<file path="src/rtl/iow_pkg.sv">
package iow_pkg;
  typedef enum logic [1:0] {
    ST_IDLE,
    ST_IO_REQ,
    ST_IO_WAIT,
    ST_RESP
  } iow_state_e;

  typedef enum logic [1:0] {
    HIT_NONE,
    HIT_IO,
    HIT_ACK
  } iow_hit_e;

  localparam logic [1:0] SIZE_BYTE = 2'b00;
  localparam logic [1:0] SIZE_HALF = 2'b01;
  localparam logic [1:0] SIZE_WORD = 2'b10;
endpackage

</file>
<file path="src/rtl/iow_decode.sv">
module iow_decode
  import iow_pkg::*;
#(
  parameter int               ADDR_W    = 32,
  parameter int               WIN_LOG2  = 23,
  parameter logic [ADDR_W-1:0] WIN_BASE = 32'h8000_0000,
  parameter int               ACK_LOG2  = 2,
  parameter logic [ADDR_W-1:0] ACK_BASE = 32'hBFFF_FFF0,
  parameter int               VSEL_LOG2 = 4
) (
  input  logic [ADDR_W-1:0]   addr,
  output iow_hit_e            hit,
  output logic                vec_sel,
  output logic [WIN_LOG2-1:0] offset
);
  logic in_io;
  logic in_ack;

  // both windows are aligned to their own size, so a compare of the upper bits suffices
  assign in_io   = (addr[ADDR_W-1:WIN_LOG2] == WIN_BASE[ADDR_W-1:WIN_LOG2]);
  assign in_ack  = (addr[ADDR_W-1:ACK_LOG2] == ACK_BASE[ADDR_W-1:ACK_LOG2]);
  assign vec_sel = (addr[VSEL_LOG2-1:0] == '0);
  assign offset  = addr[WIN_LOG2-1:0];

  always_comb begin
    if (in_io)       hit = HIT_IO;
    else if (in_ack) hit = HIT_ACK;
    else             hit = HIT_NONE;
  end
endmodule

</file>
<file path="src/rtl/iow_port_map.sv">
module iow_port_map #(
  parameter int WIN_LOG2  = 23,
  parameter int PORT_W    = 16,
  parameter int PAGE_LOG2 = 12,
  parameter int KEEP_LOG2 = 5
) (
  input  logic [WIN_LOG2-1:0] offset,
  input  logic                sparse,
  output logic [PORT_W-1:0]   port
);
  localparam int PAGE_BITS = WIN_LOG2 - PAGE_LOG2;
  localparam int SPARSE_W  = PAGE_BITS + KEEP_LOG2;

  logic [PORT_W-1:0]   flat_port;
  logic [PORT_W-1:0]   sparse_port;
  logic [SPARSE_W-1:0] packed_sparse;

  assign flat_port     = offset[PORT_W-1:0];
  // page number lands directly above the kept in-page bits
  assign packed_sparse = {offset[WIN_LOG2-1:PAGE_LOG2], offset[KEEP_LOG2-1:0]};

  generate
    if (PORT_W > SPARSE_W) begin : g_pad
      assign sparse_port = {{(PORT_W-SPARSE_W){1'b0}}, packed_sparse};
    end else begin : g_trim
      assign sparse_port = packed_sparse[PORT_W-1:0];
    end
  endgenerate

  assign port = sparse ? sparse_port : flat_port;
endmodule

</file>
<file path="src/rtl/cpu_io_window_bridge.sv">
module cpu_io_window_bridge
  import iow_pkg::*;
#(
  parameter int                ADDR_W    = 32,
  parameter int                DATA_W    = 32,
  parameter int                PORT_W    = 16,
  parameter int                VEC_W     = 8,
  parameter int                WIN_LOG2  = 23,
  parameter logic [ADDR_W-1:0] WIN_BASE  = 32'h8000_0000,
  parameter int                ACK_LOG2  = 2,
  parameter logic [ADDR_W-1:0] ACK_BASE  = 32'hBFFF_FFF0,
  parameter int                PAGE_LOG2 = 12,
  parameter int                KEEP_LOG2 = 5
) (
  input  logic              clk,
  input  logic              rst_n,
  input  logic              map_noncontig,
  input  logic              cpu_req_valid,
  output logic              cpu_req_ready,
  input  logic [ADDR_W-1:0] cpu_req_addr,
  input  logic              cpu_req_write,
  input  logic [1:0]        cpu_req_size,
  input  logic [DATA_W-1:0] cpu_req_wdata,
  output logic              cpu_rsp_valid,
  input  logic              cpu_rsp_ready,
  output logic [DATA_W-1:0] cpu_rsp_rdata,
  output logic              cpu_rsp_claimed,
  output logic              io_req_valid,
  input  logic              io_req_ready,
  output logic [PORT_W-1:0] io_req_port,
  output logic              io_req_write,
  output logic [1:0]        io_req_size,
  output logic [DATA_W-1:0] io_req_wdata,
  input  logic              io_rsp_valid,
  input  logic [DATA_W-1:0] io_rsp_rdata,
  input  logic [VEC_W-1:0]  irq_vector,
  output logic              irq_ack
);
  localparam int VEC_PAD = DATA_W - VEC_W;

  iow_state_e          st_q;
  iow_hit_e            hit;
  logic                vec_sel;
  logic [WIN_LOG2-1:0] offset;
  logic [PORT_W-1:0]   mapped_port;

  logic [PORT_W-1:0]   port_q;
  logic                wr_q;
  logic [1:0]          size_q;
  logic [DATA_W-1:0]   wdata_q;
  logic [DATA_W-1:0]   rdata_q;
  logic                claimed_q;
  logic                ack_q;

  iow_decode #(
    .ADDR_W   (ADDR_W),
    .WIN_LOG2 (WIN_LOG2),
    .WIN_BASE (WIN_BASE),
    .ACK_LOG2 (ACK_LOG2),
    .ACK_BASE (ACK_BASE),
    .VSEL_LOG2(4)
  ) u_decode (
    .addr   (cpu_req_addr),
    .hit    (hit),
    .vec_sel(vec_sel),
    .offset (offset)
  );

  iow_port_map #(
    .WIN_LOG2 (WIN_LOG2),
    .PORT_W   (PORT_W),
    .PAGE_LOG2(PAGE_LOG2),
    .KEEP_LOG2(KEEP_LOG2)
  ) u_port_map (
    .offset(offset),
    .sparse(map_noncontig),
    .port  (mapped_port)
  );

  always_ff @(posedge clk or negedge rst_n) begin
    if (!rst_n) begin
      st_q      <= ST_IDLE;
      port_q    <= '0;
      wr_q      <= 1'b0;
      size_q    <= SIZE_BYTE;
      wdata_q   <= '0;
      rdata_q   <= '0;
      claimed_q <= 1'b0;
      ack_q     <= 1'b0;
    end else begin
      ack_q <= 1'b0;
      unique case (st_q)
        ST_IDLE: begin
          if (cpu_req_valid) begin
            // the mapping mode is captured here, together with the address
            port_q    <= mapped_port;
            wr_q      <= cpu_req_write;
            size_q    <= cpu_req_size;
            wdata_q   <= cpu_req_wdata;
            claimed_q <= (hit != HIT_NONE);
            rdata_q   <= '0;
            unique case (hit)
              HIT_IO:  st_q <= ST_IO_REQ;
              HIT_ACK: begin
                if (!cpu_req_write && vec_sel) begin
                  rdata_q <= {{VEC_PAD{1'b0}}, irq_vector};
                  ack_q   <= 1'b1;
                end
                st_q <= ST_RESP;
              end
              default: st_q <= ST_RESP;
            endcase
          end
        end
        ST_IO_REQ: begin
          if (io_req_ready) begin
            st_q <= wr_q ? ST_RESP : ST_IO_WAIT;
          end
        end
        ST_IO_WAIT: begin
          if (io_rsp_valid) begin
            rdata_q <= io_rsp_rdata;
            st_q    <= ST_RESP;
          end
        end
        ST_RESP: begin
          if (cpu_rsp_ready) st_q <= ST_IDLE;
        end
        default: st_q <= ST_IDLE;
      endcase
    end
  end

  assign cpu_req_ready   = (st_q == ST_IDLE);
  assign cpu_rsp_valid   = (st_q == ST_RESP);
  assign cpu_rsp_rdata   = rdata_q;
  assign cpu_rsp_claimed = claimed_q;
  assign io_req_valid    = (st_q == ST_IO_REQ);
  assign io_req_port     = port_q;
  assign io_req_write    = wr_q;
  assign io_req_size     = size_q;
  assign io_req_wdata    = wdata_q;
  assign irq_ack         = ack_q;
endmodule

</file>
<file path="config.mk">
export PLATFORM = sky130hd
export DESIGN_NAME = cpu_io_window_bridge
export DESIGN_NICKNAME = d
export VERILOG_FILES = /design/src/rtl/iow_pkg.sv /design/src/rtl/iow_decode.sv /design/src/rtl/iow_port_map.sv /design/src/rtl/cpu_io_window_bridge.sv
export SDC_FILE = /design/constraint.sdc
export NUM_CORES = 1
export LEC_CHECK = 0
export BUFFER_PORTS_ARGS = -buffer_cell sky130_fd_sc_hd__buf_2
export CAP_MARGIN = 5
export CELL_PAD_IN_SITES_DETAIL_PLACEMENT = 0
export CELL_PAD_IN_SITES_GLOBAL_PLACEMENT = 2
export CORE_UTILIZATION = 28
export CTS_BUF_LIST = sky130_fd_sc_hd__clkbuf_4 sky130_fd_sc_hd__clkbuf_8
export CTS_CLUSTER_DIAMETER = 150
export DETAILED_ROUTE_END_ITERATION = 6
export PLACE_DENSITY_LB_ADDON = 0.1
export SLEW_MARGIN = 20
export SYNTH_ARGS = -nofsm -noshare
export SYNTH_HDL_FRONTEND = slang
export SYNTH_SLANG_ARGS = --single-unit
export TNS_END_PERCENT = 100
</file>
<file path="constraint.sdc">
create_clock -name clk -period 3 [get_ports clk]
set_clock_uncertainty 0.05 [all_clocks]
set_input_delay 0.45 -clock clk [delete_from_list [all_inputs] [get_ports clk]]
set_output_delay 0.45 -clock clk [all_outputs]
set_load 0.05 [all_outputs]
</file>
# Word level (Yosys, flattened, before mapping)
# Cells that the tools add are included.
[totals]
ff_bits = 87
inputBits = 114
output_inout_bits = 88
word_cells = 47
[classes]
n_eq_ne = 11
n_mux = 19
reduce_logical = 9
[op_table]
columns = ["operator", "count"]
rows = [
  ["two-way mux 32 bit", 2],
  ["one-hot mux 32 bit (2 select lines)", 1],
  ["equality test 30 bit (second input constant)", 1],
  ["two-way mux 16 bit", 1],
  ["two-way mux 8 bit", 2],
  ["two-way mux 2 bit", 7],
  ["equality test 9 bit (second input constant)", 1],
  ["one-hot mux 2 bit (4 select lines)", 1],
  ["equality test 2 bit (second input constant)", 3],
  ["two-way mux 1 bit", 5],
  ["equality test 2 x 1 -> 1 bit (second input constant)", 2],
  ["zero test 4 bit", 1],
  ["inequality test 2 x 1 -> 1 bit (second input constant)", 2],
  ["inequality test 2 bit (second input constant)", 2],
  ["AND reduction 4 bit", 1],
  ["nonzero test 2 bit", 2],
  ["AND reduction 3 bit", 1],
  ["zero test 2 bit", 1],
  ["AND reduction 2 bit", 1],
  ["logical AND 1 bit", 1],
  ["zero test 1 bit", 1],
]

# Logic depth before layout (Yosys ltp)
[depth]
ltp_word = 7
ltp_mapped = 9
mapped_depth_nobuf = 6

# Cells and area by module
# From an unflattened synthesis, not the netlist that was laid out.
[hier_totals]
cells_unflattened = 336
area_unflattened_um2 = 4025.1
[by_module_without_submodules]
columns = ["mod", "n_inst", "cells_per_inst", "area_each_um2", "seq_area_each_um2"]
rows = [
  ["cpu_io_window_bridge", 1, 280, 3538.4, 2177.1],
  ["iow_decode", 1, 39, 276.5, 0.0],
  ["iow_port_map", 1, 17, 210.2, 0.0],
]

# Least setup slack after synthesis
# OpenSTA, ideal clock, no wires.
[synth_timing]
kind = "register to register"
start = "register st_q[0]"
end = "register rdata_q[2], in the netlist cpu_rsp_rdata[2]"
setup_time_ns = 0.143
t_arrival_ns = 2.436
t_required_ns = 2.807
setup_slack_ns = 0.371
path_stages_with_launch = 10
n_path_buf = 3
synth_period_minus_slack_ns = 2.629
path_cell_list = "dfrtp_1 inv_1 ha_1 buf_2 nor2b_1 or3_1 clkbuf_1 clkbuf_1 mux2i_1 o41ai_2"
[synth_via]
elab_chain_cells = 3
elab_cells_between_ends = 7
classes_between = "eq/ne (3); mux (1); reduce/logical (3)"
[synth_lines]
columns = ["item", "line", "rtl"]
rows = [
  ["from (decl)", "cpu_io_window_bridge.sv:41", "iow_state_e st_q;"],
  ["from (signal assigned)", "cpu_io_window_bridge.sv:117", "st_q <= wr_q ? ST_RESP : ST_IO_WAIT;"],
  ["zero test 2 bit (*)", "n/a", ""],
  ["via cpu_req_ready", "cpu_io_window_bridge.sv:19", "output logic cpu_req_ready,"],
  ["inequality test 2 bit (no source line) or nonzero test 2 bit (tied branches)", "n/a", ""],
  ["AND reduction 3 bit (no source line)", "n/a", ""],
  ["to (signal assigned)", "cpu_io_window_bridge.sv:106", "rdata_q <= {{VEC_PAD{1'b0}}, irq_vector};"],
  ["to (signal assigned)", "cpu_io_window_bridge.sv:122", "rdata_q <= io_rsp_rdata;"],
  ["to (decl)", "cpu_io_window_bridge.sv:51", "logic [DATA_W-1:0] rdata_q;"],
]
# Mark *: on every way through the listed nets, which the timed path passes. The rest lies on a longest branch.
# A chain may end at the register's enable or synchronous reset.

# Worst setup path after layout
[layout_timing]
start = "register st_q[0]"
end = "register rdata_q[1], in the netlist cpu_rsp_rdata[1]"
[layout_via]
elab_chain_cells = 3
elab_cells_between_ends = 7
classes_between = "eq/ne (3); mux (1); reduce/logical (3)"
[layout_lines]
columns = ["item", "line", "rtl"]
rows = [
  ["equality test 2 bit or zero test 2 bit (tied branches)", "cpu_io_window_bridge.sv:92", "unique case (st_q)"],
  ["inequality test 2 bit (no source line) or nonzero test 2 bit (tied branches)", "n/a", ""],
  ["AND reduction 3 bit (no source line)", "n/a", ""],
]
# Several ways; a longest one is shown, not always the timed one.

==> summary.txt <==
Finish
  – P&R area growth vs syn: 38.0%
  – Fin area: between 0.005 and 0.006 mm^2
  – Layout cells sized above 1: between 50% and 60%
  – Nets: between 500 and 600
  – Non-Filler Instances: approximately 650

Critical path
  – Critical Path Source Type: register
  – CP peak stage delay: 0.52 ns
  – Cell Chain, Critical Path: inv_1, ha_1, nor2b_1, or3_1, or3_1, o41ai_2
  – Type of the worst setup path: register to register
  – Critical path endpoint category: register
  – Most used cell, CP: or3_1
  – CP Data Required Time: approximately 3.2 ns
  – Worst Path Arrival: between 2 and 3 ns
  – Critical Path Slowest Stage Cell: or3_1
  – Crit path max fanout: 9

Synth
  – Syn_area_per_cell: around 13 um^2
  – Ys Warns: 0
  – Syn nets: between 300 and 400
  – Post-Synthesis Cells: approximately 280
  – Top_reg_cell synth: dfrtp_1
  – Synth area leaders: dfrtp_1, mux2_2, a22o_1
  – Top-count cell post-synth: dfrtp_1
  – Synthesized area: ~0.0037 mm^2
  – Sequential-to-total area share from yosys stat: between 50% and 60%
  – Top-area cell type share of the netlist area: about three fifths
  – #FFs+latches synth: 87
  – Synth area leader: dfrtp_1
  – EDFF count, synth: 0
  – Synth unique cells: 28
  – Ys async rst share: between 90% and 100%
  – Synth cell count leaders: dfrtp_1, mux2_2, a22o_1

Power
  – Clk pwr share: around 13%
  – Net Sw Frac: about 51%
  – Worst vdd ir: 0.676 mV
  – Leakage power: approximately 2.7 nW
  – Sequential share of power: 29.7%
  – Int Pwr: about 3.2 mW
  – Switch Pwr: roughly 3.4 mW
  – Combinational power share: approximately 57%
  – PD cells: about 1300 mW/mm^2

Floorplanning
  – Die X: roughly 120 um
  – Die Y: about 120 um
  – Initial Util: between 20% and 30%
  – Core Region: 0.0128 mm^2
  – Num rows: just over 40
  – IO Pins: 202
  – Die Footprint: 0.0137 mm^2

Clock network
  – Worst-path clk slew: approximately 0.090 ns
  – Post-CTS Hold Fix Bufs: 0
  – TritonCTS clock tree: built
  – Total CTS buffers: 9
  – Htree depth: 3
  – Clock buffer depth: 2
  – Clock Sinks: between 80 and 90
  – Root Buffer: clkbuf_8
  – Worst skew pair latency: between 0.3 and 0.4 ns
  – Post_cts resized: 0
  – Setup bufs post-CTS: 0

Route
  – DR DRC count: 0
  – WL/cell: approximately 16 um
  – Number of DRC markers in iteration 0: 88
  – Vias per std cell: roughly 4.5
  – Drt pass-1 iters: 4
  – Antenna Violating Nets Remaining: 0
  – Via Count: a little under 3,000
  – WL final: 10,600 um

Global routing
  – GRT Resource Usage Total: 15.6%
  – First-pass GRT wire length: approximately 16,000 um
  – Vias in the first global route: 3,000
  – Largest net degree at the start of global routing: 79
  – Total congestion overflow: 0
  – Initial antenna violation count: 1

Run
  – MaxCap Viol Count: 0

STA
  – WHS: around 0.063 ns
  – Slew Viols, Final: 0
  – Fin crit share: 77.4%
  – Fmax: around 430 MHz
  – Rel. slew slack: just over 50%
  – Worst-Margin Slew: between 0.7 and 0.8 ns
  – Fin crit period: between 2 and 2.5 ns
  – Post-route setup TNS: 0 ns
  – Fin. Hold Viols: 0
  – Setup violators final: 0
  – RSZ-0062 raised after global routing: no

Run status
  – Status: finished clean

Placed design
  – DP Area: approximately 0.005 mm^2
  – PortBufs: 201
  – Dpl hpwl: 7810 um
  – GPL Wtd Cong: 0.741
  – DP Cell Count: 637

Min path
  – Hold Crit Class: primary input to async pin
-- power groups by stage --
stage                     Clock, mW  Combinational (mW)  Sequential (mW)
after floorplan                   0                1.11             3.68
after global placement            0                3.77             1.94
after detailed placement          0                3.77             1.95
after CTS                     0.890                3.78             1.94
after global routing          0.928                3.96             2.00
final                         0.843                3.73             1.94
-- final timing paths --
path                                 startpoint               end  slack, ns  cells past startpoint
worst max-delay path                    st_q[0]  cpu_rsp_rdata[1]       0.68                      6
worst min-delay path                      rst_n  cpu_rsp_rdata[6]       0.06                      1
worst max register to register          st_q[0]  cpu_rsp_rdata[1]       0.68                      6
worst min register to register   io_req_port[6]    io_req_port[6]       0.43                      2
max in group asynchronous                 rst_n  io_req_wdata[13]       2.17                      2
min in group clk                cpu_req_addr[1]           irq_ack       0.25                      2
-- critical path: cells and delay by family (launching register included) --
| family | cells | cell delay, ns |
|---|---|---|
| compound gates | 1 | 0.26 |
| fa+ha+maj | 1 | 0.32 |
| buf+inv | 1 | 0.09 |
| flops | 1 | 0.38 |
| simple gates | 3 | 1.11 |
-- placed cells by master, fill, tap and decap left out, drive strengths merged --
cell type,netlist,final
mux2i,19,19
clkinvlp,0,1
mux2,40,40
o41ai,8,8
and2,8,8
a2111oi,1,1
nor2b,5,5
or4,3,3
ha,4,4
nor4,2,2
a31oi,1,1
inv,10,10
diode,0,1
nand2,14,14
clkbuf,15,12
nand4,8,8
or3,2,2
a21oi,3,3
bufinv,0,1
clkinv,0,1
o21bai,1,1
nor3b,1,1
nor3,1,1
buf,3,207
a22o,24,24
dfrtp,87,87
o21ai,13,13
nor2,3,3
-- per-stage QoR --
step,util [%],worst slack [ns],power (mW)
2_1_floorplan,-,0.371,4.79
3_3_place_gp,38.4,0.428,5.70
3_5_place_dp,38.4,0.386,5.72
4_1_cts,39.9,0.656,6.61
5_1_grt,40.0,0.492,6.89
6_report,40.0,0.679,6.51
-- per-layer routing --
layer | up-vias | GRT usage, % | share of wire (%)
met2 | 136 | 23.6 | 45
met1 | 1409 | 19.0 | 43
met4 | 0 | 5.15 | 1.7
met5 | - | 0 | 0
li1 | 1400 | - | -
met3 | 10 | 8.34 | 11
-- kinds of logic after synthesis --
family          synth area share (%)
flops                           58.8
mux                             17.3
compound gates                  12.0
simple gates                    7.47
buf+inv                         3.08
fa+ha+maj                       1.35
-- registers in the layout (all words and copies together) (netlist names) --
register / flops
io_req_size: 2
io_req_wdata: 32
irq_ack: 1
io_req_port: 16
cpu_rsp_claimed: 1
io_req_write: 1
st_q: 2
cpu_rsp_rdata: 32
-- cell type report --
| cell class | instances | area [um^2] |
|---|---|---|
| fillers | 1292 | 7660 |
| clock inverters | 3 | 42.5 |
| well taps | 172 | 215 |
| clock buffers | 12 | 159 |
| flip-flops and latches | 87 | 2180 |
| diodes | 1 | 2.50 |
| inverters | 10 | 37.5 |
| multi-input cells | 161 | 1420 |
| repair buffers | 207 | 1060 |
Power figures use the tool's default switching activity.
